File: config.mk
export PLATFORM = sky130hd
export DESIGN_NAME = spin_brake_ctrl
export DESIGN_NICKNAME = d
export VERILOG_FILES = /design/src/rtl/spin_brake_pkg.sv /design/src/rtl/spin_rise_det.sv /design/src/rtl/spin_counter.sv /design/src/rtl/brake_decider.sv /design/src/rtl/spin_brake_ctrl.sv
export SDC_FILE = /design/constraint.sdc
export NUM_CORES = 1
export LEC_CHECK = 0
export BUFFER_PORTS_ARGS = -buffer_cell sky130_fd_sc_hd__buf_2
export CAP_MARGIN = 20
export CORE_AREA = 2 2 39 41
export CTS_CLUSTER_SIZE = 12
export DETAILED_ROUTE_END_ITERATION = 8
export DIE_AREA = 0 0 41 43
export SKIP_LAST_GASP = 1
export SLEW_MARGIN = 20
export SYNTH_ARGS = -nofsm -noshare
export SYNTH_HDL_FRONTEND = slang
export SYNTH_HIERARCHICAL = 1
export SYNTH_SLANG_ARGS = --single-unit
File: constraint.sdc
create_clock -name clk -period 1.3 [get_ports clk]
set_input_delay 0.26 -clock clk [delete_from_list [all_inputs] [get_ports clk]]
set_output_delay 0.26 -clock clk [all_outputs]
set_load 0.05 [all_outputs]
File: src/rtl/spin_brake_pkg.sv
package spin_brake_pkg;

    // Brake action selected at an interval boundary
    typedef enum logic [1:0] {
        BRK_HOLD   = 2'd0,
        BRK_TOGGLE = 2'd1,
        BRK_FORCE  = 2'd2
    } brake_act_e;

endpackage

File: src/rtl/spin_rise_det.sv
module spin_rise_det (
    input  logic clk,
    input  logic rst_n,
    input  logic level_i,
    output logic rise_o
);

    typedef struct packed {
        logic prev;
    } rd_state_t;

    rd_state_t st_d, st_q;

    always_comb begin
        st_d      = st_q;
        st_d.prev = level_i;
    end

    // Reset to 1 so that a level already high at reset release is not an edge
    always_ff @(posedge clk or negedge rst_n) begin
        if (!rst_n) st_q <= '{prev: 1'b1};
        else        st_q <= st_d;
    end

    assign rise_o = level_i & ~st_q.prev;

endmodule

File: src/rtl/spin_counter.sv
module spin_counter #(
    parameter int CNT_W = 4
) (
    input  logic             clk,
    input  logic             rst_n,
    input  logic             rise_i,
    input  logic             tick_i,
    output logic [CNT_W-1:0] count_o
);

    localparam logic [CNT_W-1:0] CNT_MAX = {CNT_W{1'b1}};
    localparam logic [CNT_W-1:0] CNT_ONE = CNT_W'(1);

    typedef struct packed {
        logic [CNT_W-1:0] cnt;
    } ctr_state_t;

    ctr_state_t st_d, st_q;

    always_comb begin
        st_d = st_q;
        if (tick_i) begin
            // new interval starts; a coincident edge belongs to it
            st_d.cnt = rise_i ? CNT_ONE : '0;
        end else if (rise_i && st_q.cnt != CNT_MAX) begin
            st_d.cnt = st_q.cnt + CNT_ONE;
        end
    end

    always_ff @(posedge clk or negedge rst_n) begin
        if (!rst_n) st_q <= '{cnt: '0};
        else        st_q <= st_d;
    end

    assign count_o = st_q.cnt;


    tick_clear_chk: assert property (@(posedge clk) disable iff (!rst_n)
        (tick_i && !rise_i) |=> (count_o == '0));


    tick_edge_chk: assert property (@(posedge clk) disable iff (!rst_n)
        (tick_i && rise_i) |=> (count_o == CNT_ONE));


    no_wrap_chk: assert property (@(posedge clk) disable iff (!rst_n)
        (!tick_i && count_o == CNT_MAX) |=> (count_o == CNT_MAX));


    idle_hold_chk: assert property (@(posedge clk) disable iff (!rst_n)
        (!tick_i && !rise_i) |=> $stable(count_o));

endmodule

File: src/rtl/brake_decider.sv
module brake_decider #(
    parameter int CNT_W  = 4,
    parameter int THRESH = 5
) (
    input  logic             clk,
    input  logic             rst_n,
    input  logic             tick_i,
    input  logic [CNT_W-1:0] count_i,
    output logic             brake_o
);
    import spin_brake_pkg::*;

    localparam logic [CNT_W-1:0] THR = CNT_W'(THRESH);

    typedef struct packed {
        logic brake;
    } bd_state_t;

    bd_state_t  st_d, st_q;
    brake_act_e act;

    always_comb begin
        if (!tick_i)            act = BRK_HOLD;
        else if (count_i >= THR) act = BRK_FORCE;
        else                    act = BRK_TOGGLE;
    end

    always_comb begin
        st_d = st_q;
        case (act)
            BRK_FORCE:  st_d.brake = 1'b1;
            BRK_TOGGLE: st_d.brake = ~st_q.brake;
            default:    st_d.brake = st_q.brake;
        endcase
    end

    always_ff @(posedge clk or negedge rst_n) begin
        if (!rst_n) st_q <= '{brake: 1'b0};
        else        st_q <= st_d;
    end

    assign brake_o = st_q.brake;


    pulse_toggle_chk: assert property (@(posedge clk) disable iff (!rst_n)
        (tick_i && count_i < THR) |=> (brake_o != $past(brake_o)));


    force_on_chk: assert property (@(posedge clk) disable iff (!rst_n)
        (tick_i && count_i >= THR) |=> brake_o);


    brake_steady_chk: assert property (@(posedge clk) disable iff (!rst_n)
        !tick_i |=> $stable(brake_o));

endmodule

File: src/rtl/spin_brake_ctrl.sv
module spin_brake_ctrl #(
    parameter int CNT_W  = 4,
    parameter int THRESH = 5
) (
    input  logic             clk,
    input  logic             rst_n,
    input  logic             spin_i,
    input  logic             tick_i,
    output logic             brake_o,
    output logic [CNT_W-1:0] spin_count_o
);

    logic rise;

    spin_rise_det u_rise (
        .clk     (clk),
        .rst_n   (rst_n),
        .level_i (spin_i),
        .rise_o  (rise)
    );

    spin_counter #(.CNT_W(CNT_W)) u_cnt (
        .clk     (clk),
        .rst_n   (rst_n),
        .rise_i  (rise),
        .tick_i  (tick_i),
        .count_o (spin_count_o)
    );

    brake_decider #(.CNT_W(CNT_W), .THRESH(THRESH)) u_dec (
        .clk     (clk),
        .rst_n   (rst_n),
        .tick_i  (tick_i),
        .count_i (spin_count_o),
        .brake_o (brake_o)
    );

endmodule

==> impl_metrics.ini <==
[outcome]
run_status = completed

[sta]
rsz0062_at_grt = false
whs_ps = 134.8
slew_violations = 0
slew_headroom_pct = 83.54
fmaxAchievable_mhz = 822.2
finClkSkew_ps = 10.37
min_period_ps = 1216
hold_viol = 0
fin_crit_sh_pct = 93.56
setup_viol = 0
tightest_slew_ps = 248.7
fin_tns_setup_ps = 0

[run]
cap_violations = 0

[power_and_ir_drop]
clockPowerShare_pct = 36.9
ir_worst_vdd_uv = 407.6
intPower_mw = 0.3500
switching_share_pct = 29.90
powerDensity_mw_per_mm2 = 1177
power_frac_comb_pct = 19.0
leakage_nw = 0.1913
seq_power_share_pct = 44.0
p_switching_mw = 0.1492

[routing]
drt_wl_total_um = 609
num_vias = 266
wl_per_cell_um = 10.50
dr.pass1.iters = 4
route.detailed.drc = 0
ant_nets = 0
drt_iter0_drc = 11
vias_per_cell = 4.586

[clock_network]
cts_root_buffer = clkbuf_4
cts_setup_buffers = 0
cts_buffer_depth = 2
htree_levels = 1
cts_tree = built
clk_pin_slew_ps = 50
post_cts_resized = 0
numCtsBuffers = 3
cts.sinks = 6
clk_latency_ps = 240

[global_routing]
gr-usage-all-layers_pct = 8.925
grt_overflow_total = 0
grt_max_degree = 8
antenna_found_initial = 0
grt_pass1_vias = 241
grt_pass1_wl_um = 1048

[floorplan]
ios = 9
die_area_sq_mm = 0.001763
start_util_pct = 22.42
core_sq_mm = 0.001384
core.rowCount = 14
die_h_um = 43
fp.dieW_um = 41

[worst_setup_path]
crit_family = flip-flops
critPathMaxFanout = 7
critPathKind = flop to output port
startpoint_type = flop
cp-end-kind = output port
crit_chain = buf_2
cp_num_buf_inv = 1
max_stage_delay_ps = 430
cp_slowest_cell = dfrtp_2
critical_path_arrival_ps = 960
cp.required_ps = 1040

[synthesis]
netlist.area_leader.share_pct = 40.32
avgSynthCellArea_sq_um = 10.70
syn_inst = 29
synth_area_sq_um = 310.3
synth_compound_area_share_pct = 16.53
synth_cell_types = 20
synth_top_cell_by_area = dfrtp_1
synthAdderAreaFrac_pct = 4.032
yosysWarningCount = 6
synth_top_family_by_area = simple AND/OR/NAND/NOR gates
synth_xor_xnor_area_share_pct = 0
synth.area.top_cells = dfrtp_1 40%, nor2b_4 8.9%, dfstp_2 8.5%
synth-simple-area-share_pct = 28.23
ys_seq_area_share_pct = 48.79
syn_nets = 34
ys_seq_elements = 6
synth.area.mux_share_pct = 0

[placed_design]
gp_congestion = 0.6672
io_buffers = 8
dp.final_hpwl_um = 466.9
placed_cell_area_sq_um = 387.9
place_inst = 53

[finish]
drive_above_1_share_pct = 47.62
num_antenna_cells = 0
area_delta_synth_final_pct = 36.69
final_cell_area_sq_um = 424.2
seq_area_sq_um = 156.4
layoutNonFillerInstCount = 58
nets = 48
fillers = 142
multi_input_area_sq_um = 163.9

[hold_path]
hp-class = input port to flop
[metal layers]
metal / global-route usage (%) / vias up / routed length [um]
li1: - / 136 / -
met1: 12.29 / 123 / 299
met2: 12.19 / 7 / 271
met3: 3.141 / 0 / 38
met4: 4.000 / 0 / 0
met5: 0 / - / 0
[synthesized netlist by cell type]
| cell | count |
|---|---|
| dfstp_2 | 1 |
| nor2_1 | 1 |
| ha_1 | 1 |
| nor3_1 | 1 |
| a21oi_1 | 2 |
| and4b_2 | 1 |
| a31o_1 | 1 |
| and3_1 | 1 |
| dfrtp_1 | 5 |
| o211ai_1 | 1 |
| nand4_1 | 1 |
| nand3_1 | 1 |
| nand2_1 | 2 |
| a211o_1 | 1 |
| nor2b_4 | 2 |
| and4_1 | 1 |
| or2_0 | 1 |
| a31oi_1 | 1 |
| o21ai_0 | 2 |
| inv_1 | 2 |
[worst register-to-register path, delay by kind of cell (launching register included)]
family                     cells  cell delay, ps
DFF                            1             440
adders and majority gates      1             240
and+or+nand+nor                1             180
AOI/OAI and AO/OA              1             170
[power by group through the flow]
stage | logic, mW | registers [mW] | clock network, mW
CTS | 0.0966 | 0.220 | 0.192
detailed placement | 0.0944 | 0.223 | 0
finish | 0.0951 | 0.220 | 0.184
floorplan | 0.0256 | 0.260 | 0
global route | 0.104 | 0.222 | 0.203
global placement | 0.0938 | 0.223 | 0
[state kept, by name, indices dropped and copies added (netlist names)]
signal	flops
u_dec/brake_o	1
u_rise/st_q	1
u_cnt/count_o	4
[final timing paths]
path / from / end / slack [ps] / depth (start not counted)
hold reg to reg: u_dec/brake_o / u_dec/brake_o / 480 / 1
max in group asynchronous: rst_n / u_rise/st_q / 710 / 2
setup reg to reg: u_cnt/count_o[1] / u_cnt/count_o[1] / 150 / 3
hold / removal: spin_i / u_rise/st_q / 130 / 1
min in group asynchronous: rst_n / u_cnt/count_o[2] / 360 / 2
setup / recovery: u_cnt/count_o[3] / spin_count_o[3] / 80 / 1
[stage by stage]
step | setup WS (ps) | utilization, % | power (mW)
floorplan | 25.49 | - | 0.2854
global placement | 158.8 | 28.03 | 0.3167
detailed placement | 154.7 | 28.03 | 0.3176
CTS | 73.29 | 30.65 | 0.5085
global route | 39.20 | 30.65 | 0.5300
finish | 83.72 | 30.65 | 0.4992
[timing repair]
item                                   CTS  global route
setup endpoints to repair                0             0
hold buffers                             1             0
endpoints found under the hold margin    5             0
[logic make-up after synthesis]
family	after synthesis
compound gates	8
fa+ha+maj	1
buf+inv	2
flops	6
simple gates	12
[cell type report]
cell class              instances  share of cell area [%]
flip-flops and latches          6                   36.87
well taps                      16                   4.720
repair buffers                  9                   11.80
multi-input cells              21                   38.64
clock buffers                   4                   6.195
inverters                       2                   1.770
[cell usage in the layout (no fill, tap or decap), types with 2 or more instances in the layout]
cell	synthesis	layout
a21oi_1	2	2
nand2_1	2	2
clkbuf_4	0	3
dfrtp_2	0	4
o21ai_0	2	2
inv_1	2	2
nor2b_4	2	2
buf_2	0	8
(Power assumes the default switching activity.)
